[src/rtl/rvs_pkg.sv]
package rvs_pkg;
  typedef enum logic {
    ST_REPLICATE = 1'b0,
    ST_SINGLET   = 1'b1
  } share_st_e;
endpackage

[src/rtl/rvs_lru_ages.sv]
module rvs_lru_ages #(
  parameter int WAYS  = 8,
  parameter int AGE_W = $clog2(WAYS)
) (
  input  logic                        clk_i,
  input  logic                        rst_ni,
  input  logic                        touch_i,
  input  logic [AGE_W-1:0]            touch_way_i,
  output logic [WAYS-1:0][AGE_W-1:0]  ages_o
);
  logic [WAYS-1:0][AGE_W-1:0] age_q;
  logic [AGE_W-1:0]           touch_age;

  assign touch_age = age_q[touch_way_i];

  for (genvar g = 0; g < WAYS; g++) begin : g_way
    always_ff @(posedge clk_i or negedge rst_ni) begin
      if (!rst_ni) begin
        age_q[g] <= AGE_W'(g);
      end else if (touch_i) begin
        if (touch_way_i == AGE_W'(g)) age_q[g] <= '0;
        else if (age_q[g] < touch_age) age_q[g] <= age_q[g] + AGE_W'(1);
      end
    end
  end

  assign ages_o = age_q;
endmodule

[src/rtl/rvs_status.sv]
module rvs_status
  import rvs_pkg::*;
#(
  parameter int WAYS  = 8,
  parameter int WAY_W = $clog2(WAYS)
) (
  input  logic             clk_i,
  input  logic             rst_ni,
  input  logic             fill_i,
  input  logic [WAY_W-1:0] fill_way_i,
  input  logic             fill_singlet_i,
  input  logic             snp_i,
  input  logic [WAY_W-1:0] snp_way_i,
  input  logic             snp_singlet_i,
  output logic [WAYS-1:0]  valid_o,
  output logic [WAYS-1:0]  singlet_o
);
  logic [WAYS-1:0] valid_q;
  share_st_e       st_q [WAYS];

  for (genvar g = 0; g < WAYS; g++) begin : g_way
    logic fill_hit, snp_hit;
    assign fill_hit = fill_i && (fill_way_i == WAY_W'(g));
    assign snp_hit  = snp_i && (snp_way_i == WAY_W'(g));

    always_ff @(posedge clk_i or negedge rst_ni) begin
      if (!rst_ni) begin
        valid_q[g] <= 1'b0;
        st_q[g]    <= ST_SINGLET;
      end else begin
        if (fill_hit) valid_q[g] <= 1'b1;
        // fill overrides a same-cycle snoop
        if (fill_hit)     st_q[g] <= share_st_e'(fill_singlet_i);
        else if (snp_hit) st_q[g] <= share_st_e'(snp_singlet_i);
      end
    end

    assign singlet_o[g] = (st_q[g] == ST_SINGLET);
  end

  assign valid_o = valid_q;
endmodule

[src/rtl/rvs_pick.sv]
module rvs_pick #(
  parameter int WAYS  = 8,
  parameter int WAY_W = $clog2(WAYS)
) (
  input  logic [WAYS-1:0]             valid_i,
  input  logic [WAYS-1:0]             singlet_i,
  input  logic [WAYS-1:0][WAY_W-1:0]  ages_i,
  output logic [WAY_W-1:0]            victim_way_o,
  output logic                        victim_valid_o,
  output logic                        victim_singlet_o
);
  logic             have_inv, have_repl, found;
  logic [WAY_W-1:0] inv_idx, old_idx, best_age;
  logic [WAYS-1:0]  cand;

  always_comb begin
    have_inv = 1'b0;
    inv_idx  = '0;
    for (int i = WAYS - 1; i >= 0; i--) begin
      if (!valid_i[i]) begin
        have_inv = 1'b1;
        inv_idx  = WAY_W'(i);
      end
    end
  end

  assign have_repl = |(valid_i & ~singlet_i);
  assign cand      = have_repl ? (valid_i & ~singlet_i) : valid_i;

  always_comb begin
    found    = 1'b0;
    old_idx  = '0;
    best_age = '0;
    for (int i = 0; i < WAYS; i++) begin
      if (cand[i] && (!found || ages_i[i] > best_age)) begin
        found    = 1'b1;
        old_idx  = WAY_W'(i);
        best_age = ages_i[i];
      end
    end
  end

  assign victim_way_o     = have_inv ? inv_idx : old_idx;
  assign victim_valid_o   = !have_inv;
  assign victim_singlet_o = !have_inv && !have_repl;
endmodule

[src/rtl/repl_victim_sel.sv]
module repl_victim_sel #(
  parameter int WAYS  = 8,
  parameter int WAY_W = $clog2(WAYS)
) (
  input  logic             clk_i,
  input  logic             rst_ni,
  input  logic             hit_i,
  input  logic [WAY_W-1:0] hit_way_i,
  input  logic             fill_i,
  input  logic [WAY_W-1:0] fill_way_i,
  input  logic             fill_singlet_i,
  input  logic             snp_i,
  input  logic [WAY_W-1:0] snp_way_i,
  input  logic             snp_singlet_i,
  output logic [WAY_W-1:0] victim_way_o,
  output logic             victim_valid_o,
  output logic             spill_o
);
  logic                       touch;
  logic [WAY_W-1:0]           touch_way;
  logic [WAYS-1:0]            valid_w, singlet_w;
  logic [WAYS-1:0][WAY_W-1:0] age_w;
  logic                       vic_singlet;

  // fill takes the recency update over a hit
  assign touch     = fill_i | hit_i;
  assign touch_way = fill_i ? fill_way_i : hit_way_i;

  rvs_lru_ages #(.WAYS(WAYS), .AGE_W(WAY_W)) u_ages (
    .clk_i       (clk_i),
    .rst_ni      (rst_ni),
    .touch_i     (touch),
    .touch_way_i (touch_way),
    .ages_o      (age_w)
  );

  rvs_status #(.WAYS(WAYS), .WAY_W(WAY_W)) u_status (
    .clk_i          (clk_i),
    .rst_ni         (rst_ni),
    .fill_i         (fill_i),
    .fill_way_i     (fill_way_i),
    .fill_singlet_i (fill_singlet_i),
    .snp_i          (snp_i),
    .snp_way_i      (snp_way_i),
    .snp_singlet_i  (snp_singlet_i),
    .valid_o        (valid_w),
    .singlet_o      (singlet_w)
  );

  rvs_pick #(.WAYS(WAYS), .WAY_W(WAY_W)) u_pick (
    .valid_i          (valid_w),
    .singlet_i        (singlet_w),
    .ages_i           (age_w),
    .victim_way_o     (victim_way_o),
    .victim_valid_o   (victim_valid_o),
    .victim_singlet_o (vic_singlet)
  );

  assign spill_o = vic_singlet;
endmodule

[config.mk]
export PLATFORM = sky130hd
export DESIGN_NAME = repl_victim_sel
export DESIGN_NICKNAME = d
export VERILOG_FILES = /design/src/rtl/rvs_pkg.sv /design/src/rtl/rvs_lru_ages.sv /design/src/rtl/rvs_status.sv /design/src/rtl/rvs_pick.sv /design/src/rtl/repl_victim_sel.sv
export SDC_FILE = /design/constraint.sdc
export NUM_CORES = 1
export LEC_CHECK = 0
export BUFFER_PORTS_ARGS = -buffer_cell sky130_fd_sc_hd__buf_4
export CORE_MARGIN = 2
export CORE_UTILIZATION = 55
export CTS_BUF_LIST = sky130_fd_sc_hd__clkbuf_16
export DETAILED_ROUTE_END_ITERATION = 10
export PLACE_DENSITY_LB_ADDON = 0.3
export SLEW_MARGIN = 30
export SYNTH_ARGS = -nofsm -noshare
export SYNTH_HDL_FRONTEND = slang
export SYNTH_SLANG_ARGS = --single-unit
[constraint.sdc]
create_clock -name clk_i -period 35.6 [get_ports clk_i]
set_input_delay 5.34 -clock clk_i [delete_from_list [all_inputs] [get_ports clk_i]]
set_output_delay 5.34 -clock clk_i [all_outputs]
set_load 0.02 [all_outputs]
; ---- Word-level counts from Yosys, hierarchy flattened
; Index checks and enable logic that the tools add are counted.
[classes]
magnitude_cmp = 16
n_addsub = 8
n_eq_ne = 21
mux = 74
bitwise_logic = 3
reduce_logical = 68
[op_table]
columns = op, n
row1 = 3-bit 2-to-1 mux, 38
row2 = "3-bit equality test, second input constant", 12
row3 = 1-bit 2-to-1 mux, 32
row4 = 2-bit nonzero test, 16
row5 = "3-bit by 1-bit adder with 3-bit output, second input constant", 8
row6 = 1-bit logical AND, 24
row7 = 3-bit < comparator, 8
row8 = 3-bit > comparator, 7
row9 = "3-bit by 2-bit equality test with 1-bit output, second input constant", 6
row10 = 2-bit AND reduction, 8
row11 = 3-bit binary-select mux with 3-bit select, 1
row12 = "3-bit by 1-bit equality test with 1-bit output, second input constant", 3
row13 = 1-bit logical NOT, 9
row14 = 3-bit logical NOT, 3
row15 = 8-bit bitwise AND, 1
row16 = 8-bit 2-to-1 mux, 1
row17 = 8-bit NOT, 1
row18 = 8-bit OR reduction, 1
row19 = 1-bit logical OR, 7
row20 = "3-bit by 4-bit < comparator with 1-bit output, second input constant", 1
row21 = 2-bit 2-to-1 mux, 2
row22 = 1-bit OR, 1
[word_totals]
output_inout_bits = 5
elab_cells = 214
input_bits = 16
register_bits = 40

; ---- Depth between registers and ports, before layout
[depth]
depth_word = 34
depth_mapped = 61
ltp_nobuf = 59

; ---- By module
; From an unflattened synthesis, not the netlist that was laid out.
[hier_totals]
cells_unflattened = 479
hier_area_um2 = 4165.2
[modules_own_cells]
columns = mod, instances, area_each_um2, seq_area_each_um2, cells_each
row1 = rvs_lru_ages, 1, 2127.0, 615.6, 235
row2 = rvs_pick, 1, 1199.9, 0.0, 174
row3 = rvs_status, 1, 798.3, 410.4, 66
row4 = repl_victim_sel, 1, 40.0, 0.0, 4

; ---- Worst setup path before layout
; OpenSTA, ideal clock, no wires.
[synth_path]
kind = register to output
startpoint = reg u_status.st_q, in the netlist u_status.singlet_o[0]
endpoint = out victim_way_o[0]
path_slack_ns = 20.209
arrival_ns = 10.051
n_path_buf = 1
required_ns = 30.260
path_stages_with_launch = 59
path_cell_list = dfstp_2 > nand2b_1 > o2111ai_4 > o21ai_2 > and2_1 > nand2_1 > ha_1 > nor2b_1 > o21a_1 > o21ai_0 > a311oi_1 > a32o_1 > inv_1 > ha_1 > a21o_1 > a21oi_1 > a31oi_1 > o21a_1 > [23 not listed] > o21a_1 > a22oi_1 > ha_1 > nor2b_1 > o21a_1 > o21ai_0 > a211oi_1 > a41o_2 > nor2_1 > a22o_1 > a31oi_1 > ha_1 > nor2b_1 > o21a_1 > o21ai_0 > o31ai_1 > a32o_1 > a31o_1
[synth_between]
elab_chain_len = 34
word_cells_on_any_way = 54
classes_between = 7 x order compare / 23 x mux / 2 x bitwise / 22 x reduce/logical
[synth_lines]
columns = element, line
row1 = from (decl), rvs_status.sv:19  ; share_st_e st_q [WAYS];
row2 = "from (signal, indexed assignment)", rvs_status.sv:33  ; if (fill_hit) st_q[g] <= share_st_e'(fill_singlet_i);
row3 = "from (signal, indexed assignment)", rvs_status.sv:34  ; else if (snp_hit) st_q[g] <= share_st_e'(snp_singlet_i);
row4 = 8-bit NOT *, "rvs_pick.sv:27, rvs_pick.sv:28"
row5 = 8-bit bitwise AND *, "rvs_pick.sv:27, rvs_pick.sv:28"
row6 = 8-bit OR reduction, rvs_pick.sv:27  ; assign have_repl = |(valid_i & ~singlet_i);
row7 = 8-bit 2-to-1 mux *, rvs_pick.sv:28  ; assign cand = have_repl ? (valid_i & ~singlet_i) : valid_i;
row8 = 3-bit 2-to-1 mux / 1-bit 2-to-1 mux (equally long branches), rvs_pick.sv:35  ; if (cand[i] && (!found || ages_i[i] > best_age)) begin
row9 = 3-bit > comparator / 1-bit logical NOT (equally long branches), rvs_pick.sv:35
row10 = 1-bit logical OR, rvs_pick.sv:35
row11 = 1-bit logical AND, rvs_pick.sv:35
row12 = [18 not listed], --
row13 = 1-bit logical OR, rvs_pick.sv:35
row14 = 1-bit logical AND, rvs_pick.sv:35
row15 = 3-bit 2-to-1 mux / 1-bit 2-to-1 mux (equally long branches), rvs_pick.sv:35
row16 = 3-bit > comparator / 1-bit logical NOT (equally long branches), rvs_pick.sv:35
row17 = 1-bit logical OR, rvs_pick.sv:35
row18 = 1-bit logical AND, rvs_pick.sv:35
row19 = 3-bit 2-to-1 mux *, rvs_pick.sv:35
row20 = 3-bit 2-to-1 mux *, rvs_pick.sv:43  ; assign victim_way_o = have_inv ? inv_idx : old_idx;
row21 = to (decl), repl_victim_sel.sv:15  ; output logic [WAY_W-1:0] victim_way_o,
; Mark *: on every way between the ends. The rest lies on a longest branch, timed or not.

; ---- Final worst setup path
[layout_path]
startpoint = reg u_status.st_q, in the netlist u_status.singlet_o[6]
endpoint = out victim_way_o[0]
; Same word-level chain as after synthesis.

==> impl_metrics.csv <==
group,metric,value,unit
placed_design,place.gp.congestion,0.9577,
sta,final_hold_viol_count,0,
layout,diodes,0,
logic_synthesis,async_flop_share,100.0,%
worst_setup_path,path_class,"flop to output port",
logic_synthesis,ys_types,59,
worst_setup_path,slowest_delay,550,ps
cts,post-cts-setup-buffers,0,
worst_setup_path,cp.buffers_inverters,2,
hold_path,hold_path_class,"flop to flop",
sta,fin_skew,7.063,ps
floorplan,die_h,87.12,um
cts,clk_latency,280,ps
cts,ctsResizeCount,0,
logic_synthesis,seq_area_frac_synth,27.00,%
global_route,use_met3,5.782,%
floorplan,die_area,7590,um2
flow_run,cap_viol_max_count,0,
cts,numClockSinks,40,
logic_synthesis,yosys.area.top_type_share,14.82,%
cts,cts-root-buf,"clkbuf_16",
global_route,antenna_found_initial,0,
floorplan,io_pins,21,
cts,cts.path.max_buffers,2,
logic_synthesis,ys_warn_count,0,
floorplan,start_util,56.24,%
logic_synthesis,netlist_area,3800,um2
detailed_routing,drt_iter0_markers,232,
layout,nets,510,
layout,fillCellCount,608,
floorplan,dieWidth,87.12,um
global_route,first_global_vias,3481,
global_route,grt_use_total,28.26,%
hold_path,hp-start,"u_ages.ages_o[3]",
logic_synthesis,synthCells,430,
detailed_routing,dr.pass1.iters,5,
sta,max_freq,56.73,MHz
floorplan,core,6756,um2
floorplan,rows,30,
sta,worst_pin_slew,908.0,ps
logic_synthesis,synth_area_leader_cell,"ha_1",
cts,cts_tree,"yes",
detailed_routing,ant_nets,0,
logic_synthesis,syn_nets,491,
cts,cts.clk_slew.worst_paths,60,ps
worst_setup_path,worstPathArrival,12290,ps
layout,utilization,61.93,%
worst_setup_path,worstRegToRegCells,8,
sta,setup-tns-final,0,ps
worst_setup_path,endpoint_kind,"output port",
status,status,"finished, final reports clean",
layout,seqCellArea,1026,um2
worst_setup_path,rrSetupSlack,32440,ps
hold_path,worstHoldPathCells,2,
logic_synthesis,ys_top_cells_by_area,"ha_1, dfstp_2, dfrtp_1, mux2i_1, nor2_1",
worst_setup_path,regToRegEndpoint,"u_ages.ages_o[4]",
logic_synthesis,synth_seq_cells,40,
global_route,met1_usage,38.77,%
worst_setup_path,crit_slowest_cell,"dfstp_2",
sta,setup_viol,0,
layout,area_growth,10.11,%
global_route,use_met2,43.51,%
sta,maxSlewViolCount,0,
detailed_routing,via_count,3472,
worst_setup_path,cp_max_fo,8,
sta,min_period,17630,ps
worst_setup_path,path_delay_family,"compound AO/OA/AOI/OAI gates",
sta,slew_headroom,37.73,%
hold_path,min_to,"u_ages.ages_o[3]",
cts,postCtsHoldBufs,0,
placed_design,hpwl,7435,um
sta,timing.final.crit_share,49.52,%
logic_synthesis,synth_edf_count,0,
global_route,grt_max_degree,41,
detailed_routing,drc,0,
logic_synthesis,synth_flop_cell,"dfstp_2",
layout,layout-drive-gt1-share,16.67,%
placed_design,portBuffers,20,
global_route,grt_pass1_wl,16760,um
detailed_routing,drt-total-wl,9850,um
logic_synthesis,syn_area_per_cell,8.837,um2
cts,htreeDepth,2,
global_route,grt_overflow,0,
worst_setup_path,r2r_start,"u_ages.ages_o[13]",
detailed_routing,post_drt_wl_per_cell,18.58,um
layout,multiInputGateArea,2650,um2
global_route,grt_most_used_layer,"met2",
worst_setup_path,startpoint_type,"flop",
cts,cts_made_buffers,5,
detailed_routing,viasPerCell,6.551,
sta,hold_ws,545.7,ps
worst_setup_path,required,30260,ps
sta,rsz0062_at_grt,"false",
[cell families after synthesis]
family / synth area share, %
and+or+nand+nor: 20.55
AOI/OAI and AO/OA: 21.70
adders and majority gates: 14.82
DFF: 27.00
muxes: 10.04
buffers and inverters: 3.359
xor gates and xnor gates: 2.535
[worst min-delay path: stages (launching register included)]
cell and delay [ps]:
dfstp_2 410, nand2_1 60, o21ai_0 70
[through the flow]
stage	area, um2	setup WS (ps)	instances
after CTS	4180	18140	530
after global placement	4016	19070	522
after floorplan	3800	20210	430
after global routing	4184	16900	530
after detailed placement	4016	18500	522
final	4184	17970	530
[sequential cells by signal, indices dropped and copies added, names as in the netlist]
register            count
u_ages.ages_o          24
u_status.singlet_o      8
u_status.valid_o        8
[synth_stat cells (5+ instances only)]
| cell type | count |
|---|---|
| nor2_1 | 42 |
| o21a_1 | 12 |
| mux2_2 | 9 |
| a21oi_1 | 18 |
| clkbuf_1 | 5 |
| mux2i_1 | 19 |
| a32o_1 | 5 |
| ha_1 | 45 |
| or4_1 | 7 |
| nand3_1 | 8 |
| inv_1 | 20 |
| nand2b_1 | 9 |
| nor4_1 | 7 |
| xnor2_1 | 7 |
| nor3_1 | 18 |
| a21o_1 | 5 |
| dfstp_2 | 20 |
| dfrtp_1 | 20 |
| o21ai_0 | 29 |
| and2_1 | 5 |
| nand2_1 | 30 |
| or2_2 | 5 |
| a31oi_1 | 7 |
| o211ai_1 | 7 |
[worst max path at each step]
stage	from	to	slack, ps	cells past startpoint
floorplan	u_status.singlet_o[0]	victim_way_o[0]	20210	58
global placement	u_status.singlet_o[0]	victim_way_o[0]	19070	58
detailed placement	u_status.singlet_o[6]	victim_way_o[0]	18500	58
CTS	u_status.singlet_o[6]	victim_way_o[0]	18140	58
global route	u_status.singlet_o[6]	victim_way_o[0]	16900	58
finish	u_status.singlet_o[6]	victim_way_o[0]	17970	58
[placed cells by master (no fill, tap or decap), types with 7 or more instances in the layout]
master,netlist,routed
o211ai_1,7,7
nor3_1,18,18
inv_1,20,21
a21oi_1,18,18
or4_1,7,7
buf_4,1,22
dfstp_2,20,20
o21ai_0,29,29
nor4_1,7,7
xnor2_1,7,7
nor2_1,42,42
dfrtp_1,20,20
nand2b_1,9,9
o21a_1,12,12
ha_1,45,45
nand3_1,8,8
a31oi_1,7,7
mux2i_1,19,18
mux2_2,9,9
nand2_1,30,30
[final cells by class]
cell class / instances / share of cell area, %
Clock buffer: 5 / 2.990
Tap cell: 80 / 2.392
Timing Repair Buffer: 22 / 3.947
Clock inverter: 3 / 0.9270
Sequential cell: 40 / 24.52
Inverter: 21 / 1.884
Multi-Input combinational cell: 359 / 63.34
[metal layers]
| metal | up-vias | share of wire (%) |
|---|---|---|
| met3 | 32 | 6.1 |
| met1 | 1650 | 46 |
| met4 | 0 | 3.7 |
| li1 | 1667 | - |
| met5 | - | 0 |
| met2 | 123 | 45 |
Power is not shown: default switching activity piles up to over one toggle a cycle in this logic, so the estimate is an artifact.
